$ cat config.mk
export PLATFORM = sky130hd
export DESIGN_NAME = sgi_accept_filter
export DESIGN_NICKNAME = d
export VERILOG_FILES = /design/src/rtl/sgif_pkg.sv /design/src/rtl/sgif_nsac_regs.sv /design/src/rtl/sgif_sgi_judge.sv /design/src/rtl/sgif_ppi_decode.sv /design/src/rtl/sgi_accept_filter.sv
export SDC_FILE = /design/constraint.sdc
export NUM_CORES = 1
export LEC_CHECK = 0
export BUFFER_PORTS_ARGS = -buffer_cell sky130_fd_sc_hd__buf_2
export CORE_ASPECT_RATIO = 0.8
export CORE_MARGIN = 2
export CORE_UTILIZATION = 51
export CTS_CLUSTER_SIZE = 16
export DETAILED_ROUTE_END_ITERATION = 10
export PLACE_DENSITY = 0.85
export REMOVE_ABC_BUFFERS = 1
export SETUP_SLACK_MARGIN = 0.02
export SYNTH_ARGS = -nofsm -noshare
export SYNTH_HDL_FRONTEND = slang
export SYNTH_HIERARCHICAL = 1
export SYNTH_SLANG_ARGS = --single-unit
$ cat constraint.sdc
create_clock -name clk -period 9.4 [get_ports clk]
set_input_delay 2.82 -clock clk [delete_from_list [all_inputs] [get_ports clk]]
set_output_delay 2.82 -clock clk [all_outputs]
set_load 0.01 [all_outputs]
$ cat src/rtl/sgif_pkg.sv
package sgif_pkg;
  typedef enum logic [1:0] {
    GRP_SEC0  = 2'b00,
    GRP_SEC1  = 2'b01,
    GRP_NS1   = 2'b10,
    GRP_NS1B  = 2'b11
  } grp_e;

  localparam int unsigned GRP_W = 2;
  localparam int unsigned LVL_W = 2;
endpackage

$ cat src/rtl/sgif_nsac_regs.sv
module sgif_nsac_regs #(
  parameter int unsigned NUM_SGI = 16,
  parameter int unsigned LVL_W   = 2,
  localparam int unsigned VEC_W  = NUM_SGI * LVL_W
) (
  input  logic             clk,
  input  logic             rst_n,
  input  logic             wr_en,
  input  logic             wr_sec,
  input  logic             ds,
  input  logic [VEC_W-1:0] wr_data,
  output logic [VEC_W-1:0] lvl_q
);
  logic             upd_en;
  logic [VEC_W-1:0] lvl_d;

  // secure write while security is enabled is the only update path
  always_comb begin
    upd_en = wr_en && wr_sec && !ds;
    lvl_d  = lvl_q;
    if (upd_en) begin
      lvl_d = wr_data;
    end
  end

  always_ff @(posedge clk or negedge rst_n) begin
    if (!rst_n) begin
      lvl_q <= '0;
    end else if (upd_en) begin
      lvl_q <= lvl_d;
    end
  end
endmodule

$ cat src/rtl/sgif_sgi_judge.sv
module sgif_sgi_judge
  import sgif_pkg::*;
#(
  parameter int unsigned NUM_SGI = 16,
  localparam int unsigned IDW    = $clog2(NUM_SGI)
) (
  input  logic                     req_valid,
  input  logic [IDW-1:0]           req_id,
  input  logic                     req_g1s,
  input  logic                     req_nonsec,
  input  logic                     ds,
  input  logic [NUM_SGI*GRP_W-1:0] grp_vec,
  input  logic [NUM_SGI*LVL_W-1:0] lvl_vec,
  output logic                     accept,
  output logic                     drop,
  output logic [NUM_SGI-1:0]       acc_onehot
);
  logic [NUM_SGI-1:0] ok_vec;

  // per-SGI permission, computed in parallel and then selected by ID
  for (genvar i = 0; i < NUM_SGI; i++) begin : g_sgi
    grp_e             grp;
    logic [LVL_W-1:0] lvl;
    logic             as_g0;
    logic             grp_mismatch;
    logic             priv_fail;

    assign grp          = grp_e'(grp_vec[i*GRP_W +: GRP_W]);
    assign lvl          = lvl_vec[i*LVL_W +: LVL_W];
    // Secure Group 1 asked of a Group 0 interrupt is downgraded
    assign as_g0        = !req_g1s || (grp == GRP_SEC0);
    assign grp_mismatch = as_g0 && (grp != GRP_SEC0);
    assign priv_fail    = req_nonsec && !ds &&
                          (((grp == GRP_SEC0) && (lvl < LVL_W'(1))) ||
                           ((grp == GRP_SEC1) && (lvl < LVL_W'(2))));
    assign ok_vec[i]    = !grp_mismatch && !priv_fail;
  end

  logic ok_sel;

  always_comb begin
    ok_sel     = ok_vec[req_id];
    accept     = req_valid && ok_sel;
    drop       = req_valid && !ok_sel;
    acc_onehot = '0;
    if (accept) begin
      acc_onehot[req_id] = 1'b1;
    end
  end
endmodule

$ cat src/rtl/sgif_ppi_decode.sv
module sgif_ppi_decode #(
  parameter int unsigned NUM_SGI = 16,
  parameter int unsigned NUM_PPI = 16,
  localparam int unsigned NUM_ID = NUM_SGI + NUM_PPI,
  localparam int unsigned PIDW   = $clog2(NUM_ID)
) (
  input  logic              ppi_valid,
  input  logic [PIDW-1:0]   ppi_id,
  output logic [NUM_ID-1:0] hit_vec,
  output logic              bad_id
);
  assign hit_vec[NUM_SGI-1:0] = '0;

  for (genvar j = 0; j < NUM_PPI; j++) begin : g_ppi
    assign hit_vec[NUM_SGI+j] = ppi_valid && (ppi_id == PIDW'(NUM_SGI + j));
  end

  assign bad_id = ppi_valid && (ppi_id < PIDW'(NUM_SGI));
endmodule

$ cat src/rtl/sgi_accept_filter.sv
module sgi_accept_filter
  import sgif_pkg::*;
#(
  parameter int unsigned NUM_SGI = 16,
  parameter int unsigned NUM_PPI = 16,
  localparam int unsigned NUM_ID = NUM_SGI + NUM_PPI,
  localparam int unsigned IDW    = $clog2(NUM_SGI),
  localparam int unsigned PIDW   = $clog2(NUM_ID),
  localparam int unsigned GVW    = NUM_SGI * GRP_W,
  localparam int unsigned LVW    = NUM_SGI * LVL_W
) (
  input  logic              clk,
  input  logic              rst_n,
  input  logic              ds,
  input  logic [GVW-1:0]    sgi_grp,
  input  logic              sgi_valid,
  input  logic [IDW-1:0]    sgi_id,
  input  logic              sgi_req_g1s,
  input  logic              sgi_nonsec,
  input  logic              ppi_valid,
  input  logic [PIDW-1:0]   ppi_id,
  input  logic              nsac_wr,
  input  logic              nsac_wr_sec,
  input  logic [LVW-1:0]    nsac_wdata,
  output logic              sgi_accept,
  output logic              sgi_drop,
  output logic [NUM_ID-1:0] set_pend,
  output logic              rescan,
  output logic              ppi_err,
  output logic [LVW-1:0]    nsac_view
);
  logic [NUM_SGI-1:0] sgi_hit;
  logic [NUM_ID-1:0]  ppi_hit;
  logic               ppi_bad;

  sgif_nsac_regs #(.NUM_SGI(NUM_SGI), .LVL_W(LVL_W)) u_lvl (
    .clk     (clk),
    .rst_n   (rst_n),
    .wr_en   (nsac_wr),
    .wr_sec  (nsac_wr_sec),
    .ds      (ds),
    .wr_data (nsac_wdata),
    .lvl_q   (nsac_view)
  );

  sgif_sgi_judge #(.NUM_SGI(NUM_SGI)) u_judge (
    .req_valid  (sgi_valid),
    .req_id     (sgi_id),
    .req_g1s    (sgi_req_g1s),
    .req_nonsec (sgi_nonsec),
    .ds         (ds),
    .grp_vec    (sgi_grp),
    .lvl_vec    (nsac_view),
    .accept     (sgi_accept),
    .drop       (sgi_drop),
    .acc_onehot (sgi_hit)
  );

  sgif_ppi_decode #(.NUM_SGI(NUM_SGI), .NUM_PPI(NUM_PPI)) u_ppi (
    .ppi_valid (ppi_valid),
    .ppi_id    (ppi_id),
    .hit_vec   (ppi_hit),
    .bad_id    (ppi_bad)
  );

  logic [NUM_ID-1:0] pend_d;
  logic              rescan_d;
  logic              err_d;

  always_comb begin
    pend_d   = {{NUM_PPI{1'b0}}, sgi_hit} | ppi_hit;
    rescan_d = |pend_d;
    err_d    = ppi_bad;
  end

  always_ff @(posedge clk or negedge rst_n) begin
    if (!rst_n) begin
      set_pend <= '0;
      rescan   <= 1'b0;
      ppi_err  <= 1'b0;
    end else begin
      set_pend <= pend_d;
      rescan   <= rescan_d;
      ppi_err  <= err_d;
    end
  end
endmodule

# Word level (Yosys, flattened, before mapping)
# Index checks and enable logic that the tools add are counted.
dict set report classes {
  n_lt_le_gt_ge 35
  muxes 5
  eq_ne 32
  n_reduce_logical 203
  bitwise_logic 1
}
# op count
set op_table {}
lappend op_table {{logical AND 1 bit} 103}
lappend op_table {{== test 5 bit, second input constant} 16}
lappend op_table {{zero test 1 bit} 35}
lappend op_table {{== test 2 x 1 -> 1 bit, second input constant} 16}
lappend op_table {{zero test 2 bit} 16}
lappend op_table {{logical OR 1 bit} 32}
lappend op_table {{< comparator 2 x 1 -> 1 bit, second input constant} 16}
lappend op_table {{< comparator 2 bit, second input constant} 16}
lappend op_table {{bitwise OR 16 x 32 -> 32 bit} 1}
lappend op_table {{nonzero test 2 bit} 16}
lappend op_table {{OR reduction 32 bit} 1}
lappend op_table {{2-to-1 mux 16 bit} 1}
lappend op_table {{< comparator 4 x 5 -> 1 bit, second input constant} 1}
lappend op_table {{< comparator 5 bit, second input constant} 1}
lappend op_table {{binary-select mux 1 bit (select 4 bit)} 1}
lappend op_table {{demux 1 bit (select 4 bit)} 1}
lappend op_table {{>= comparator 4 x 1 -> 1 bit, second input constant} 1}
lappend op_table {{2-to-1 mux 1 bit} 2}
dict set report totals {
  in_bits 82
  register_bits 66
  out_inout_bits 68
}

# Longest topological paths before layout
dict set report logic_depth {
  ltp_word 12
  depth_mapped 10
}

# Modules after synthesis
# The synthesis kept the hierarchy.
# mod area_each_um2 cells_per_inst instances seq_area_each_um2
set modules_own_cells {}
lappend modules_own_cells {sgif_nsac_regs 1327.5 68 1 800.8}
lappend modules_own_cells {sgi_accept_filter 1076.0 66 1 850.8}
lappend modules_own_cells {sgif_sgi_judge 745.7 120 1 0.0}
lappend modules_own_cells {sgif_ppi_decode 246.5 41 1 0.0}

# Least setup slack after synthesis
# No wires, ideal clock.
dict set report synth_path {
  path_type {in2out}
  from {in sgi_req_g1s}
  to {out sgi_drop}
  required_ns 6.580
  path_buffers 2
  t_arrival_ns 4.290
  stages 7
  path_slack_ns 2.290
  path_cell_list {buf_4 > buf_2 > o21ai_0 > o211ai_1 > a211o_1 > o2111ai_1 > nor4bb_1}
}
dict set report synth_between {
  elab_chain_cells 9
}
# item line_no
set synth_rtl {}
lappend synth_rtl {{start, declared} sgi_accept_filter.sv:18} ;# input logic sgi_req_g1s,
lappend synth_rtl {{zero test 1 bit (*)} sgif_sgi_judge.sv:31} ;# assign as_g0 = !req_g1s || (grp == GRP_SEC0);
lappend synth_rtl {{logical OR 1 bit} sgif_sgi_judge.sv:31}
lappend synth_rtl {{logical AND 1 bit} sgif_sgi_judge.sv:32} ;# assign grp_mismatch = as_g0 && (grp != GRP_SEC0);
lappend synth_rtl {{zero test 1 bit} sgif_sgi_judge.sv:36} ;# assign ok_vec[i] = !grp_mismatch && !priv_fail;
lappend synth_rtl {{logical AND 1 bit} sgif_sgi_judge.sv:36}
lappend synth_rtl {{binary-select mux 1 bit (select 4 bit) (*)} sgif_sgi_judge.sv:42} ;# ok_sel = ok_vec[req_id];
lappend synth_rtl {{2-to-1 mux 1 bit (not written as such) (*)} sgif_sgi_judge.sv:42}
lappend synth_rtl {{zero test 1 bit (*)} sgif_sgi_judge.sv:44} ;# drop = req_valid && !ok_sel;
lappend synth_rtl {{logical AND 1 bit (*)} sgif_sgi_judge.sv:44}
lappend synth_rtl {{end, declared} sgi_accept_filter.sv:26} ;# output logic sgi_drop,
# Every way passes the cells marked *; elsewhere a longest branch is shown, timed or not. The select of a mux whose other input is x is not followed.

# Worst setup path in the final report
dict set report layout_path {
  from {in sgi_id[0]}
  to {out sgi_drop}
}
dict set report layout_between {
  elab_chain_cells 4
}
# item line_no
set layout_rtl {}
lappend layout_rtl {{start, declared} sgi_accept_filter.sv:17} ;# input logic [IDW-1:0] sgi_id,
lappend layout_rtl {{binary-select mux 1 bit (select 4 bit)} sgif_sgi_judge.sv:42}
lappend layout_rtl {{2-to-1 mux 1 bit (not written as such)} sgif_sgi_judge.sv:42}
lappend layout_rtl {{zero test 1 bit} sgif_sgi_judge.sv:44}
lappend layout_rtl {{logical AND 1 bit} sgif_sgi_judge.sv:44}
# Every way passes these cells. The select of a mux whose other input is x is not followed.

==> impl_summary.txt <==
----------------------------------------------------
[Detailed routing]
  Routed wire length per instance ... 15.8 um
  Iter 0 DRT Violations ... 190
  DRC violation count after routing ... 0
  Detailed-routing iteration count for the pre-antenna-repair pass ... 4
  Via/cell ratio ... 5.32
  DR vias ... 2849
  Post-detailed-routing wire length ... 8.45 mm
  Number of routed nets with antenna violations ... 0

[Floorplanning]
  Die Height ... 77.0 um
  Row cnt ... 26
  Total die area ... 7330 um^2
  Placeable core area ... 6410 um^2
  IO Count ... 150
  Die width ... 95.2 um
  Initial Util ... 0.530

[Setup path]
  Crit-path cells ... buf_2, nor2b_4, o21a_1, o31ai_1, o2111ai_1, nor4bb_1, buf_2
  Cell type with the highest occurrence count on the critical path ... buf_2
  Highest net fanout along the worst path ... 14
  CP max-delay cell ... o2111ai_1
  Internal reg-to-reg setup slack ... 7.03 ns
  R2R cell count ... 8
  Stages on the worst setup path ... 7
  Startpoint-to-endpoint class of the critical path ... in -> out
  Required time at the worst-slack endpoint ... 6.58 ns
  Critical path launch point type ... input pin
  CP top delay family ... simple AND/OR/NAND/NOR gates
  Worst Path Arrival ... 4.70 ns
  Buffers plus inverters on the worst setup path ... 2
  Critical path endpoint category ... primary output
  Critical Path Max Stage Delay ... 0.46 ns

[Global route]
  Remaining Overflow, GRT ... 0
  Maximum number of pins on one net before global-route repair ... 67
  Via count of the first global-routing pass ... 2745
  Aggregate global-route resource usage ... 0.243
  Initial antenna violation count ... 0
  Wire length of the first global-routing pass ... 13.5 mm

[Placed design]
  Count of port buffers added during placement ... 149
  Final RePlAce weighted congestion ... 0.851
  Placed cell area ... 4130 um^2
  Post-detail-place hpwl ... 6.54 mm

[Min path]
  Number of cells traversed by the worst hold path ... 1
  Worst min-delay path class ... reg -> reg

[Power]
  Internal Pwr Total ... 0.500 mW
  Leakage power summed over all cells ... 2.19 nW
  NetSw ... 0.217 mW
  Logic gate share of total power ... 0.232
  Max IR drop VDD ... 109 uV
  Clock share of power ... 0.294
  Net switching share of the total power ... 0.303
  Overall power after layout ... 0.717 mW
  Seq pwr share ... 0.474
  Power density of the placed cells ... 167 nW/um^2

[Clock network]
  Number of buffers inserted to repair setup after CTS ... 0
  Skew-Pair Late Insertion Delay ... 0.35 ns
  H-Tree Level Count ... 3
  Clock buffer depth ... 2
  Number of CTS-inserted buffers ... 9
  Clock tree from TritonCTS ... built
  CTS clock-pin slew for the worst setup and hold paths ... 0.06 ns
  Post_cts resized ... 0
  Root Driver ... clkbuf_8
  Number of clock sinks ... 66
  Quantity of hold-fixing buffers added after cts ... 0

[Yosys]
  Sequential-to-total area share from yosys stat ... 0.486
  Number of distinct library cells after synthesis ... 47
  Number of synthesized flops with an enable pin ... 0
  Post-synth ARST share ... 1.00
  Most common cell in the netlist ... dfrtp_1
  Ranking of synthesized cells by area ... dfrtp_1 49%, mux2_4 13%, nor2_1 4.6%
  Synthesized instance count ... 295
  Yosys top cell area share ... 0.486
  Largest area contributor in the netlist ... dfrtp_1
  Commonest cells in the synthesized netlist ... 66 x dfrtp_1, 42 x nor2_1, 30 x mux2_4
  Count of synthesis-stage warnings from yosys ... 6
  Synthesized flop and latch total ... 66
  Mean area per synthesized cell ... 11.5 um^2
  Ys flop type ... dfrtp_1
  Mapped cell area ... 3400 um^2

[Timing]
  FMAX ... 133 MHz
  Count of final setup violators ... 0
  Setup Total Neg Slack ... 0 ns
  Worst hold slack ... 0.541 ns
  Unrepaired setup endpoints after global routing ... false
  Shortest clock period the worst path allows after layout ... 7.52 ns
  Clock skew ... 0.0147 ns
  Slew at the pin closest to its max-slew limit ... 0.810 ns
  Rel. slew slack ... 0.460
  Number of hold-slack violations in the final timing report ... 0
  Part of the cycle the worst path needs ... 0.800
  Slew Limit Fails ... 0

[Run status]
  Outcome ... finished clean

[Layout]
  Number of fill cells in the layout ... 509
  Area of combinational cells with multiple inputs ... 1610 um^2
  Total number of nets in the final design ... 529
  Area growth from synthesis to final layout ... 26.8%
  Proportion of layout cells with a drive suffix above 1 ... 0.520
  Ant. Diodes ... 0
  Sequential Area ... 1650 um^2
  Final Instance Area ... 4300 um^2

[Flow run]
  Maxcap violations ... 0

----------------------------------------------------
logic make-up after synthesis:
group	share of synthesized area
and+or+nand+nor	0.210
DFF	0.486
AOI/OAI and AO/OA	0.106
muxes	0.139
buffers and inverters	0.0567
other	0.00110
per-stage QoR:
stage | cells | setup WS [ns] | utilization
final | 536 | 1.88 | 0.672
after global routing | 536 | 1.73 | 0.672
after CTS | 536 | 1.88 | 0.672
after detailed placement | 520 | 1.89 | 0.644
after global placement | 520 | 2.00 | 0.644
after floorplan | 286 | 2.35 | -
worst reg2reg max path, cell delays in order (launching register included):
cell,delay [ns]
dfrtp_1,0.43
o21ai_0,0.16
o211ai_1,0.12
a211oi_1,0.44
or2_2,0.25
nor2_1,0.07
nor4_1,0.30
nand4_1,0.16
or3_1,0.32
power groups by stage:
stage	Sequential [mW]	Clock, mW	Combinational, mW
floorplan	0.356	0	0.0770
finish	0.340	0.210	0.167
CTS	0.340	0.214	0.167
global placement	0.344	0	0.164
detailed placement	0.345	0	0.167
global route	0.345	0.230	0.180
placed cells by master, fill, tap and decap left out, drive strengths merged, types with 5 or more instances in the layout:
cell type / instances
conb: 16
o211ai: 10
inv: 5
nor2b: 5
nand2b: 5
dfrtp: 66
nor4: 12
nor2: 43
or2: 28
mux2: 32
a221oi: 5
clkbuf: 9
nor3: 6
buf: 150
o21ai: 13
path summary, 6_finish.rpt:
kind	startpoint	to
worst max-delay path	sgi_id[0]	sgi_drop
worst min-delay path	u_lvl/lvl_q[3]$_DFFE_PN0P_	u_lvl/lvl_q[3]$_DFFE_PN0P_
worst max register to register	u_lvl/lvl_q[7]$_DFFE_PN0P_	rescan$_DFF_PN0_
worst min register to register	u_lvl/lvl_q[3]$_DFFE_PN0P_	u_lvl/lvl_q[3]$_DFFE_PN0P_
max in group asynchronous	rst_n	set_pend[20]$_DFF_PN0_
min in group asynchronous	rst_n	set_pend[12]$_DFF_PN0_
registers in the layout (all words and copies together) (netlist names):
name	count
u_lvl/lvl_q	32
set_pend	32
ppi_err	1
rescan	1
metal layers:
| metal | share of wire | vias to the layer above | wire length, um | GRT usage |
|---|---|---|---|---|
| met2 | 0.49 | 141 | 4110 | 0.385 |
| met5 | 0 | - | 0 | 0 |
| met3 | 0.079 | 11 | 670 | 0.0756 |
| li1 | - | 1351 | - | - |
| met1 | 0.42 | 1346 | 3550 | 0.318 |
| met4 | 0.014 | 0 | 116 | 0.0739 |
final cells by class:
cell class | count | area share
tap | 84 | 0.0244
clock buffer | 9 | 0.0288
multi-input combinational | 217 | 0.374
inverter | 3 | 0.00262
sequential | 66 | 0.384
clock inverter | 7 | 0.0119
timing repair buffer | 150 | 0.175
(Power assumes the default switching activity.)
